<file path="config.mk">
export PLATFORM = sky130hd
export DESIGN_NAME = sysreg_unit
export DESIGN_NICKNAME = d
export VERILOG_FILES = /design/src/rtl/sysreg_pkg.sv /design/src/rtl/sr_save_pair.sv /design/src/rtl/sr_cause.sv /design/src/rtl/sr_word.sv /design/src/rtl/sr_read_mux.sv /design/src/rtl/sysreg_unit.sv
export SDC_FILE = /design/constraint.sdc
export NUM_CORES = 1
export LEC_CHECK = 0
export ABC_AREA = 1
export BUFFER_PORTS_ARGS = -buffer_cell sky130_fd_sc_hd__buf_4
export CAP_MARGIN = 20
export CORE_MARGIN = 10
export CORE_UTILIZATION = 45
export DETAILED_ROUTE_END_ITERATION = 12
export PLACE_DENSITY_LB_ADDON = 0.25
export SLEW_MARGIN = 20
export SYNTH_ARGS = -nofsm -noshare
export SYNTH_HDL_FRONTEND = slang
export SYNTH_SLANG_ARGS = --single-unit
</file>
<file path="constraint.sdc">
create_clock -name clk -period 3.8 [get_ports clk]
set_input_delay 0.38 -clock clk [delete_from_list [all_inputs] [get_ports clk]]
set_output_delay 0.38 -clock clk [all_outputs]
set_load 0.05 [all_outputs]
</file>
<file path="src/rtl/sysreg_pkg.sv">
package sysreg_pkg;
  localparam int SR_W    = 32;
  localparam int SR_NW   = 5;
  localparam int SR_CW   = 16;

  // register numbers; decoded by move-to/from instructions
  localparam logic [SR_NW-1:0] N_EXC_PC   = 5'd0;
  localparam logic [SR_NW-1:0] N_EXC_PSW  = 5'd1;
  localparam logic [SR_NW-1:0] N_FAT_PC   = 5'd2;
  localparam logic [SR_NW-1:0] N_FAT_PSW  = 5'd3;
  localparam logic [SR_NW-1:0] N_CAUSE    = 5'd4;
  localparam logic [SR_NW-1:0] N_STATUS   = 5'd5;
  localparam logic [SR_NW-1:0] N_IDENT    = 5'd6;
  localparam logic [SR_NW-1:0] N_FPCTL    = 5'd7;
  localparam logic [SR_NW-1:0] N_CACHECTL = 5'd24;
  localparam logic [SR_NW-1:0] N_TRAPADDR = 5'd25;
endpackage

</file>
<file path="src/rtl/sr_save_pair.sv">
module sr_save_pair #(
  parameter int W = 32,
  parameter int NW = 5,
  parameter logic [NW-1:0] PC_NUM = '0,
  parameter logic [NW-1:0] PSW_NUM = '0
) (
  input  logic          clk,
  input  logic          rst_n,
  input  logic          ev_take,
  input  logic [W-1:0]  ev_pc,
  input  logic [W-1:0]  ev_psw,
  input  logic          wr_en,
  input  logic [NW-1:0] wr_num,
  input  logic [W-1:0]  wr_data,
  output logic [W-1:0]  pc_q,
  output logic [W-1:0]  psw_q
);
  localparam logic [W-1:0] PC_MASK = {{(W-1){1'b1}}, 1'b0};

  always_ff @(posedge clk) begin
    if (!rst_n) begin
      pc_q  <= '0;
      psw_q <= '0;
    end else if (ev_take) begin
      pc_q  <= ev_pc & PC_MASK;
      psw_q <= ev_psw;
    end else if (wr_en) begin
      if (wr_num == PC_NUM)  pc_q  <= wr_data & PC_MASK;
      if (wr_num == PSW_NUM) psw_q <= wr_data;
    end
  end
endmodule

</file>
<file path="src/rtl/sr_cause.sv">
module sr_cause #(
  parameter int CW = 16,
  parameter int NW = 5,
  parameter logic [NW-1:0] NUM = '0
) (
  input  logic            clk,
  input  logic            rst_n,
  input  logic            exc_take,
  input  logic [CW-1:0]   exc_code,
  input  logic            fat_take,
  input  logic [CW-1:0]   fat_code,
  input  logic            wr_en,
  input  logic [NW-1:0]   wr_num,
  input  logic [2*CW-1:0] wr_data,
  output logic [2*CW-1:0] cause_q
);
  logic sw_hit;
  assign sw_hit = wr_en && (wr_num == NUM);

  always_ff @(posedge clk) begin
    if (!rst_n) begin
      cause_q <= '0;
    end else begin
      if (exc_take)    cause_q[CW-1:0] <= exc_code;
      else if (sw_hit) cause_q[CW-1:0] <= wr_data[CW-1:0];
      if (fat_take)    cause_q[2*CW-1:CW] <= fat_code;
      else if (sw_hit) cause_q[2*CW-1:CW] <= wr_data[2*CW-1:CW];
    end
  end
endmodule

</file>
<file path="src/rtl/sr_word.sv">
module sr_word #(
  parameter int W = 32,
  parameter int NW = 5,
  parameter logic [NW-1:0] NUM = '0
) (
  input  logic          clk,
  input  logic          rst_n,
  input  logic          wr_en,
  input  logic [NW-1:0] wr_num,
  input  logic [W-1:0]  wr_data,
  output logic [W-1:0]  q
);
  always_ff @(posedge clk) begin
    if (!rst_n)                        q <= '0;
    else if (wr_en && wr_num == NUM)   q <= wr_data;
  end
endmodule

</file>
<file path="src/rtl/sr_read_mux.sv">
module sr_read_mux
  import sysreg_pkg::*;
#(
  parameter int W = 32,
  parameter int NW = 5,
  parameter logic [W-1:0] ID_VALUE = '0
) (
  input  logic [NW-1:0] rd_num,
  input  logic [W-1:0]  exc_pc,
  input  logic [W-1:0]  exc_psw,
  input  logic [W-1:0]  fat_pc,
  input  logic [W-1:0]  fat_psw,
  input  logic [W-1:0]  cause,
  input  logic [W-1:0]  status,
  input  logic [W-1:0]  fpctl,
  input  logic [W-1:0]  cachectl,
  input  logic [W-1:0]  trapaddr,
  output logic [W-1:0]  rd_data
);
  always_comb begin
    case (rd_num)
      N_EXC_PC:   rd_data = exc_pc;
      N_EXC_PSW:  rd_data = exc_psw;
      N_FAT_PC:   rd_data = fat_pc;
      N_FAT_PSW:  rd_data = fat_psw;
      N_CAUSE:    rd_data = cause;
      N_STATUS:   rd_data = status;
      N_IDENT:    rd_data = ID_VALUE;
      N_FPCTL:    rd_data = fpctl;
      N_CACHECTL: rd_data = cachectl;
      N_TRAPADDR: rd_data = trapaddr;
      default:    rd_data = '0;
    endcase
  end
endmodule

</file>
<file path="src/rtl/sysreg_unit.sv">
module sysreg_unit
  import sysreg_pkg::*;
#(
  parameter logic [SR_W-1:0] ID_VALUE = 32'h0000_5A10,
  parameter logic [SR_W-1:0] RESET_PC = 32'hFFFF_FFF0
) (
  input  logic             clk,
  input  logic             rst_n,
  input  logic             wr_en,
  input  logic [SR_NW-1:0] wr_num,
  input  logic [SR_W-1:0]  wr_data,
  input  logic [SR_NW-1:0] rd_num,
  output logic [SR_W-1:0]  rd_data,
  input  logic             exc_take,
  input  logic [SR_CW-1:0] exc_code,
  input  logic             fat_take,
  input  logic [SR_CW-1:0] fat_code,
  input  logic [SR_W-1:0]  cur_pc,
  input  logic [SR_W-1:0]  cur_psw,
  input  logic             pc_vld,
  output logic             trap_hit,
  output logic [SR_W-1:0]  reset_pc,
  output logic [SR_W-1:0]  exc_pc_q,
  output logic [SR_W-1:0]  exc_psw_q,
  output logic [SR_W-1:0]  fat_pc_q,
  output logic [SR_W-1:0]  fat_psw_q,
  output logic [SR_W-1:0]  cause_q
);
  localparam int NPAIR = 2;
  localparam int NCTL  = 3;
  localparam logic [NCTL*SR_NW-1:0] CTL_NUMS = {N_TRAPADDR, N_CACHECTL, N_FPCTL};
  localparam logic [NPAIR*SR_NW-1:0] PC_NUMS  = {N_FAT_PC, N_EXC_PC};
  localparam logic [NPAIR*SR_NW-1:0] PSW_NUMS = {N_FAT_PSW, N_EXC_PSW};

  logic [NPAIR-1:0]           ev_take;
  logic [NPAIR-1:0][SR_W-1:0] pair_pc;
  logic [NPAIR-1:0][SR_W-1:0] pair_psw;
  logic [NCTL-1:0][SR_W-1:0]  ctl_q;

  assign ev_take  = {fat_take, exc_take};
  assign reset_pc = {RESET_PC[SR_W-1:1], 1'b0};

  // one save pair per event class
  for (genvar g = 0; g < NPAIR; g++) begin : g_pair
    sr_save_pair #(
      .W(SR_W), .NW(SR_NW),
      .PC_NUM(PC_NUMS[g*SR_NW +: SR_NW]),
      .PSW_NUM(PSW_NUMS[g*SR_NW +: SR_NW])
    ) u_pair (
      .clk(clk), .rst_n(rst_n), .ev_take(ev_take[g]),
      .ev_pc(cur_pc), .ev_psw(cur_psw),
      .wr_en(wr_en), .wr_num(wr_num), .wr_data(wr_data),
      .pc_q(pair_pc[g]), .psw_q(pair_psw[g])
    );
  end

  // plain software-owned control words
  for (genvar g = 0; g < NCTL; g++) begin : g_ctl
    sr_word #(.W(SR_W), .NW(SR_NW), .NUM(CTL_NUMS[g*SR_NW +: SR_NW])) u_word (
      .clk(clk), .rst_n(rst_n), .wr_en(wr_en), .wr_num(wr_num),
      .wr_data(wr_data), .q(ctl_q[g])
    );
  end

  sr_cause #(.CW(SR_CW), .NW(SR_NW), .NUM(N_CAUSE)) u_cause (
    .clk(clk), .rst_n(rst_n),
    .exc_take(exc_take), .exc_code(exc_code),
    .fat_take(fat_take), .fat_code(fat_code),
    .wr_en(wr_en), .wr_num(wr_num), .wr_data(wr_data),
    .cause_q(cause_q)
  );

  sr_read_mux #(.W(SR_W), .NW(SR_NW), .ID_VALUE(ID_VALUE)) u_rmux (
    .rd_num(rd_num),
    .exc_pc(pair_pc[0]), .exc_psw(pair_psw[0]),
    .fat_pc(pair_pc[1]), .fat_psw(pair_psw[1]),
    .cause(cause_q), .status(cur_psw),
    .fpctl(ctl_q[0]), .cachectl(ctl_q[1]), .trapaddr(ctl_q[2]),
    .rd_data(rd_data)
  );

  assign trap_hit  = pc_vld && (cur_pc == ctl_q[2]);

  assign exc_pc_q  = pair_pc[0];
  assign exc_psw_q = pair_psw[0];
  assign fat_pc_q  = pair_pc[1];
  assign fat_psw_q = pair_psw[1];
endmodule

</file>
## Word-level counts from Yosys, hierarchy flattened

Index checks and enable logic that the tools add are counted.

| cells by class | value |
|---|---|
| reductions and logical operators | 19 |
| eq/ne operators | 17 |
| multiplexer cells | 17 |

Operators with widths:

| operator | count |
|---|---|
| 32-bit 2-to-1 mux | 12 |
| 32-bit one-hot mux with 10 select lines | 1 |
| 16-bit 2-to-1 mux | 4 |
| 32-bit equality test | 1 |
| 5-bit by 3-bit equality test with 1-bit output (second input constant) | 6 |
| 5-bit by 2-bit equality test with 1-bit output (second input constant) | 4 |
| 5-bit equality test (second input constant) | 4 |
| 2-bit nonzero test | 8 |
| 5-bit by 1-bit equality test with 1-bit output (second input constant) | 2 |
| 5-bit logical NOT | 2 |
| 2-bit AND reduction | 4 |
| 1-bit logical AND | 5 |

| storage, ports and cells | value |
|---|---|
| bits of input ports | 144 |
| word-level logic and storage cells | 62 |
| output and inout port bits | 225 |
| register bits | 254 |

## Longest topological paths before layout

Gate-level depths: netlist of the first run.

| logic depth | value |
|---|---|
| word-level depth | 4 |
| mapped depth | 9 |
| mapped depth without buffers | 8 |

## By module

A second synthesis of the first run with hierarchy kept.

| unflattened totals | value |
|---|---|
| cells, all modules | 2772 |
| area, all modules | 16449.5 um^2 |

Modules (own cells, without submodules):

| module | area each (um^2) | times used | cells each | sequential area each (um^2) |
|---|---|---|---|---|
| sr_save_pair at g_pair[1].u_pair | 3174.3 | 1 | 460 | 1261.2 |
| sr_save_pair at g_pair[0].u_pair | 2992.9 | 1 | 459 | 1261.2 |
| sr_read_mux | 2939.1 | 1 | 662 | 0.0 |
| sr_cause | 1946.9 | 1 | 318 | 640.6 |
| sr_word at g_ctl[1].u_word | 1627.8 | 1 | 277 | 640.6 |
| sr_word at g_ctl[2].u_word | 1473.9 | 1 | 213 | 640.6 |
| sr_word at g_ctl[0].u_word | 1471.4 | 1 | 211 | 640.6 |
| sysreg_unit | 823.3 | 1 | 172 | 0.0 |

## Worst setup path before layout of the first run

No wires, ideal clock.

| timing | value |
|---|---|
| kind | in2out |
| start point | input port rd_num[2] |
| end point | output port rd_data[13] |
| required time | 3.420 ns |
| slack | 1.704 ns |
| data arrival time | 1.716 ns |
| cell stages on the path | 9 |
| path buffers | 2 |
| cell sequence | buf_2 nor2_2 nand2_1 nor2_1 buf_2 nand2_1 nand2_1 nor2_1 nand3b_1 |

| on the way | value |
|---|---|
| cells in the longest elaborated chain, start to end | 2 |
| elaborated cells between the ends (all ways) | 11 |
| classes of those cells | 9 x eq/ne; 1 x mux; 1 x reduce/logical |

RTL lines:

| element | RTL line | text |
|---|---|---|
| start, declared | sysreg_unit.sv:12 | `input logic [SR_NW-1:0] rd_num,` |
| 5-bit equality test (tied with other cells) | sr_read_mux.sv:21 | `case (rd_num)` |
| 32-bit one-hot mux with 10 select lines * | sr_read_mux.sv:21 |  |
| end, declared | sysreg_unit.sv:13 | `output logic [SR_W-1:0] rd_data,` |

Every way passes the cells marked *; elsewhere a longest branch is shown, timed or not.

## Final worst setup path of the first run

| timing | value |
|---|---|
| start point | input port rd_num[0] |
| end point | output port rd_data[30] |

The elaborated chain is that of the path after synthesis.

==> results.py, run 1 <==
metrics = {
    "power": {
        "switchingPower_w": 0.00238,
        "power_per_cell_area_nw_per_um2": 428,
        "combinational_fraction_of_design_power": 0.201,
        "share_seq_of_total_power": 0.397,
        "cell_internal_pwr_w": 0.00494,
        "power.share.switching": 0.325,
        "leakagePower_nw": 7.58,
        "clockPowerShare": 0.402,
        "vdd_drop_max_mv": 0.550,
    },
    "yosys": {
        "synthTopCellsByArea": "dfxtp_1, nand2_1, a21oi_1, o21ai_0, inv_1",
        "synth_compound_gate_area_share": 0.184,
        "simple_gate_area_share_of_the_yosys_netlist": 0.317,
        "syn_area_sq_um": 13600,
        "yosys.area.top_type": "dfxtp_1",
        "synth-edff-count": 0,
        "synthTopCellsByCount": "nand2_1, dfxtp_1, a21oi_1",
        "ys_seq_area_frac": 0.374,
        "combinational_family_with_the_most_area_after_synthesis": "simple AND/OR/NAND/NOR gates",
        "synthDistinctLibCells": 32,
        "avgSynthCellArea_sq_um": 6.43,
        "yosys.area_share.xor_xnor": 0.00515,
        "postSynth.topFlopCell": "dfxtp_1",
        "yosysWarnings": 0,
        "multiplexer_share_of_the_synthesized_area": 0,
        "yosys.area.top_type_share": 0.374,
        "ys_seq_elements": 254,
        "synthAdderAreaFrac": 0,
        "synth_cells": 2116,
        "synth-async-reset-ratio": 0,
        "post-synth-top-count-cell": "nand2_1",
    },
    "clock_network": {
        "worst_setup_hold_path_clk_slew_ns": 0.06,
        "cts_made_buffers": 28,
        "cts_num_sinks": 254,
        "clk-insertion-delay-late_ns": 0.54,
        "cts_tree": "built",
        "root_buffer": "clkbuf_16",
        "cts_hold_repair_buffers": 0,
        "htreeDepth": 1,
        "post_cts_resize_count": 0,
        "clock_path_buffers": 3,
        "cts_setup_buffers": 0,
    },
    "placed_design": {
        "dpl-instance-area_sq_um": 16100,
        "io_buffer_count": 334,
        "place.gp.congestion": 1.04,
        "dp.cells": 2717,
        "half_perimeter_wire_length_after_placement_um": 53000,
    },
    "timing": {
        "grt_setup_unrepaired": "false",
        "setup_viol": 0,
        "worst_slew_margin_rel": 0.348,
        "clock_skew_ns": 0,
        "post-route-min-period_ns": 2.83,
        "timing.final.max_slew_violations": 0,
        "finalSetupTns_ns": 0,
        "timing.fmax_mhz": 353,
        "final_min_period_over_clock_period": 0.745,
        "final-hold-violation-count": 0,
        "worst_slew_pin_slew_ns": 0.975,
    },
    "die": {
        "io-pin-count": 369,
        "design.core.area_sq_um": 29700,
        "dieArea_sq_um": 37600,
        "rows": 63,
        "chipHeight_um": 194,
        "die_w_um": 194,
        "initial_core_util": 0.458,
    },
    "min_path": {
        "whs_endpoint": "u_cause.cause_q[31]",
        "hold_wc_path_type": "input pin to flop",
        "origin_of_the_worst_min_delay_path": "fat_code[15]",
        "timing.hold.worst_path_depth": 3,
    },
    "worst_setup_path": {
        "worstReg2RegStart": "u_cause.cause_q[15]",
        "cp-start-kind": "input pin",
        "required_ns": 3.42,
        "worst-path-max-fanout": 21,
        "crit_path_top_delay_cell": "inv_1",
        "critical_path.top_delay_family": "buffers and inverters",
        "critical_path.endpoint_type": "output port",
        "critPathMostFrequentCell": "buf_4",
        "cp_cell_sequence": "buf_4, nor2_2, nand3_1, inv_1, buf_12, nand2_1, o21ai_0, nor2_1, nand3b_1, buf_4",
        "endpoint_of_the_worst_register_to_register_path": "u_cause.cause_q[15]",
        "cp.buffers_inverters": 4,
        "timing.reg2reg.setup_slack_ns": 2.87,
        "slowest_delay_ns": 0.47,
        "setup_cp_type": "input pin to output port",
        "timing.critical_path.arrival_ns": 2.45,
        "reg2reg_path_depth": 2,
    },
    "global_route": {
        "grt_pass1_wl_um": 102000,
        "grt_pass1_vias": 14693,
        "antenna_found_initial": 2,
        "grt_start_max_net_pins": 70,
        "grtUsageTotal": 0.352,
        "globalRouteOverflowTotal": 0,
    },
    "routing": {
        "drt_pre_antenna_iters": 6,
        "drc": 0,
        "drt_first_iter_violations": 2717,
        "antenna_viol_nets_final": 0,
        "detail_route.wirelength_um": 71200,
        "route.detailed.vias_per_inst": 5.97,
        "route.detailed.wl_per_inst_um": 25.7,
        "route.vias.total": 16537,
    },
    "finish": {
        "regArea_sq_um": 5080,
        "design_area_sq_um": 17100,
        "post_route_cells_drive_above_1_share": 0.184,
        "finish.cell_count_without_fillers": 2770,
        "synthToLayoutAreaGrowth_pct": 25.7,
        "multi_input_comb_area_sq_um": 7040,
        "final.fill_count": 2960,
        "final_nets": 2501,
    },
    "run": {
        "max_cap_viol_count": 0,
    },
    "status": {
        "run_status": "completed",
    },
}
==> worst max-delay path by stage <==
stage / slack (ns) / start / cells past startpoint / end
after floorplan: 1.70 / rd_num[2] / 9 / rd_data[13]
final: 0.97 / rd_num[0] / 10 / rd_data[30]
after detailed placement: 1.10 / rd_num[0] / 10 / rd_data[30]
after CTS: 1.09 / rd_num[0] / 10 / rd_data[30]
after global routing: 0.90 / rd_num[2] / 8 / rd_data[1]
after global placement: 1.10 / rd_num[0] / 10 / rd_data[30]
==> through the flow <==
stage / total power [W] / hold slack, ns / worst slack, ns / utilization
after floorplan: 0.00381 / 0.425 / 1.70 / -
after global placement: 0.00437 / 0.433 / 1.10 / 0.542
after detailed placement: 0.00438 / 0.442 / 1.10 / 0.542
after CTS: 0.00728 / 0.0721 / 1.09 / 0.575
after global routing: 0.00749 / 0.0919 / 0.902 / 0.575
final: 0.00732 / 0.0716 / 0.969 / 0.575
==> cells by family after synthesis <==
group / Yosys count
other: 2
XOR/XNOR: 8
buffers and inverters: 385
flip-flops: 254
AO/OA/AOI/OAI: 471
AND/OR/NAND/NOR: 996
==> worst register-to-register path, stage by stage, from the launching register on <==
cell and delay, ns:
dfxtp_1 0.61, nand2_1 0.10, a31oi_1 0.14
==> cells in the final DEF (no fill, tap or decap), types with 13 or more instances in the layout <==
cell type    n
nand4_1    103
o21ai_0    163
a22oi_1     13
dfxtp_1    254
clkbuf_16   29
a21oi_1    208
o22ai_1     14
nand3b_1    15
buf_4      365
a31oi_1     66
nand2_1    559
inv_1      188
nand3_1    122
nor2_1     157
conb_1      34
and3_1      15
==> layer usage <==
layer,vias to the layer above,track usage,part of all wire
li1,7412,-,-
met1,7656,0.487,0.40
met2,1329,0.472,0.40
met3,138,0.160,0.17
met4,2,0.110,0.034
met5,-,0,0.00018
==> registers in the layout (all words and copies together) (netlist names) <==
signal,count
g_ctl.u_word.q,96
g_pair.u_pair.pc_q,62
g_pair.u_pair.psw_q,64
u_cause.cause_q,32
==> cell type report <==
cell class	count	area share
Multi-Input combinational cell	1509	0.412
Sequential cell	254	0.297
Timing Repair Buffer	366	0.161
Clock buffer	44	0.0492
Inverter	198	0.0436
Tap cell	390	0.0285
Clock inverter	7	0.00790
Antenna cell	2	0.000293
==> power groups by stage <==
stage	Clock, W	Combinational [W]	Sequential, W
4_1_cts	0.00295	0.00143	0.00290
6_report	0.00295	0.00147	0.00291
2_1_floorplan	0	0.000578	0.00324
5_1_grt	0.00305	0.00153	0.00291
3_5_place_dp	0	0.00143	0.00295
3_3_place_gp	0	0.00142	0.00295
(Power assumes the default switching activity.)
==> run 2: changes to the inputs <==
- ABC_AREA: 1 -> 0
- clock period: 3.8 -> 2.5 ns (I/O delays scaled with it)
==> run 2 against run 1 <==
Effect of this change: worst hold slack lost 0.069 ns; non-clock buffer count grew 90; via count shrank 20%.
==> results.py, run 2 <==
metrics = {
    "yosys": {
        "syn_area_sq_um": 13100,
        "avgSynthCellArea_sq_um": 8.44,
        "synth_cells": 1557,
        "synthTopCellsByArea": "dfxtp_1, mux2i_1, a21oi_1, nand2_1, o21ai_0",
        "yosys.area.top_type": "dfxtp_1",
        "ys_seq_elements": 254,
        "postSynth.topFlopCell": "dfxtp_1",
        "post-synth-top-count-cell": "dfxtp_1",
        "synth-edff-count": 0,
        "synthDistinctLibCells": 65,
        "yosysWarnings": 0,
        "synthTopCellsByCount": "dfxtp_1, nand2_1, mux2i_1",
        "yosys.area.top_type_share": 0.387,
        "ys_seq_area_frac": 0.387,
        "synth-async-reset-ratio": 0,
    },
    "global_route": {
        "globalRouteOverflowTotal": 0,
        "grtUsageTotal": 0.284,
        "grt_pass1_wl_um": 80900,
        "antenna_found_initial": 2,
        "grt_pass1_vias": 13016,
        "grt_start_max_net_pins": 95,
    },
    "timing": {
        "timing.fmax_mhz": 421,
        "final_min_period_over_clock_period": 0.950,
        "worst_slew_margin_rel": 0.380,
        "worst_slew_pin_slew_ns": 0.927,
        "post-route-min-period_ns": 2.37,
        "grt_setup_unrepaired": "false",
        "final-hold-violation-count": 0,
        "setup_viol": 0,
        "finalSetupTns_ns": 0,
        "timing.final.max_slew_violations": 0,
        "clock_skew_ns": 0,
    },
    "worst_setup_path": {
        "slowest_delay_ns": 0.33,
        "cp_cell_sequence": "xor2_1, nor4_2, buf_4, nand4_1, nor3_1, buf_4",
        "critPathMostFrequentCell": "buf_4",
        "timing.reg2reg.setup_slack_ns": 1.73,
        "critical_path.endpoint_type": "output port",
        "timing.critical_path.arrival_ns": 2.12,
        "worst-path-max-fanout": 3,
        "setup_cp_type": "flop to output port",
        "required_ns": 2.25,
        "cp-start-kind": "flop",
        "crit_path_top_delay_cell": "dfxtp_1",
    },
    "clock_network": {
        "worst_setup_hold_path_clk_slew_ns": 0.06,
        "clk-insertion-delay-late_ns": 0.54,
        "htreeDepth": 1,
        "clock_path_buffers": 3,
        "cts_tree": "built",
        "cts_num_sinks": 254,
        "root_buffer": "clkbuf_16",
        "cts_made_buffers": 29,
    },
    "routing": {
        "route.detailed.wl_per_inst_um": 24.1,
        "drt_pre_antenna_iters": 5,
        "drt_first_iter_violations": 1421,
        "route.detailed.vias_per_inst": 5.81,
        "antenna_viol_nets_final": 0,
        "route.vias.total": 13244,
        "detail_route.wirelength_um": 54900,
        "drc": 0,
    },
    "power": {
        "combinational_fraction_of_design_power": 0.209,
        "cell_internal_pwr_w": 0.00773,
        "clockPowerShare": 0.397,
        "power.total_w": 0.0112,
        "share_seq_of_total_power": 0.394,
        "leakagePower_nw": 8.12,
        "switchingPower_w": 0.00349,
        "power.share.switching": 0.311,
        "power_per_cell_area_nw_per_um2": 641,
        "vdd_drop_max_mv": 0.479,
    },
    "min_path": {
        "hold_wc_path_type": "input pin to flop",
    },
    "run": {
        "max_cap_viol_count": 0,
    },
    "finish": {
        "register_containing_the_most_flip_flops_in_the_final_layout": "g_ctl.u_word.q",
        "regArea_sq_um": 5080,
        "synthToLayoutAreaGrowth_pct": 33.2,
        "multi_input_comb_area_sq_um": 7260,
        "top_regs": "g_ctl.u_word.q (96), g_pair.u_pair.psw_q (64), g_pair.u_pair.pc_q (62)",
        "final.fill_count": 2545,
        "mostFrequentLayoutCell": "buf_4",
        "commonest_cells_after_routing_fill_and_taps_aside": "buf_4, dfxtp_1, nand2_1, mux2i_1, a21oi_1",
        "post_route_cells_drive_above_1_share": 0.255,
        "final_nets": 2020,
        "largest_register_ffs": 96,
    },
    "placed_design": {
        "place.gp.congestion": 0.916,
        "io_buffer_count": 334,
        "half_perimeter_wire_length_after_placement_um": 38100,
    },
    "die": {
        "dieArea_sq_um": 36400,
        "rows": 62,
        "design.core.area_sq_um": 28800,
        "initial_core_util": 0.457,
        "chipHeight_um": 191,
        "die_w_um": 191,
        "io-pin-count": 369,
    },
    "status": {
        "run_status": "completed",
    },
}
## run 2: changes by cell type after synthesis, moves of 39 or more
cell | before | now
mux2i_1 | 0 | 185
a31oi_1 | 66 | 3
nand4_1 | 103 | 13
nand3_1 | 123 | 25
nor2_1 | 160 | 19
inv_1 | 189 | 2
a21oi_1 | 208 | 169
nand2_1 | 559 | 221
a21boi_0 | 0 | 96
a22oi_1 | 13 | 55
## run 2: repair_timing
item,CTS,global route
buffers inserted,0,0
hold endpoints to repair,79,0
pin swaps,0,2
hold buffers,60,0
resized for setup,1,4
setup endpoints to repair,1,1
## run 2: per-layer routing
layer / routed length (um) / global-route usage / vias to the layer above
li1: - / - / 6130
met1: 22600 / 0.368 / 6343
met2: 25300 / 0.460 / 660
met3: 5120 / 0.0603 / 109
met4: 1850 / 0.0966 / 2
met5: 13 / 0 / -
## run 2: kinds of logic after synthesis
family	share of synthesized area
buffers and inverters	0.0753
DFF	0.387
and+or+nand+nor	0.119
xor gates and xnor gates	0.0213
muxes	0.147
AOI/OAI and AO/OA	0.251
other	0.000571
## run 2: path summary, 6_finish.rpt
path,start,end,depth (start not counted)
min reg2reg,g_ctl[1].u_word.q[3],g_ctl[1].u_word.q[3],2
min,cur_psw[4],g_pair[0].u_pair.psw_q[4],3
max reg2reg,u_cause.cause_q[12],u_cause.cause_q[12],2
max,g_ctl[2].u_word.q[6],trap_hit,6
## run 2: through the flow
step	worst slack [ns]	hold slack [ns]	cells	utilization	area, sq um
floorplan	0.282	0.395	1589	-	13300
global placement	0.246	0.448	2169	0.552	15900
detailed placement	0.239	0.456	2169	0.552	15900
CTS	0.0322	0.0000366	2279	0.607	17500
global route	0.00171	0.0191	2279	0.608	17500
finish	0.125	0.00257	2280	0.608	17500
## run 2: power by group through the flow
| stage | clock network (W) | registers, W | logic (W) |
|---|---|---|---|
| detailed placement | 0 | 0.00450 | 0.00224 |
| global placement | 0 | 0.00450 | 0.00222 |
| finish | 0.00445 | 0.00442 | 0.00234 |
| global route | 0.00463 | 0.00444 | 0.00246 |
| CTS | 0.00449 | 0.00441 | 0.00232 |
| floorplan | 0 | 0.00507 | 0.000856 |
## run 2: worst max-delay path: cells and delay by family, from the launching register on
| family | cells | cell delay [ns] |
|---|---|---|
| DFF | 1 | 0.33 |
| buffers and inverters | 2 | 0.42 |
| xor gates and xnor gates | 1 | 0.21 |
| and+or+nand+nor | 3 | 0.61 |
## run 2: area by class of cell
cell class / count / share of cell area
timing repair buffer: 456 / 0.210
tap: 384 / 0.0275
antenna: 1 / 0.000143
sequential: 254 / 0.291
multi-input combinational: 1133 / 0.415
clock inverter: 12 / 0.0109
clock buffer: 38 / 0.0451
inverter: 2 / 0.000715
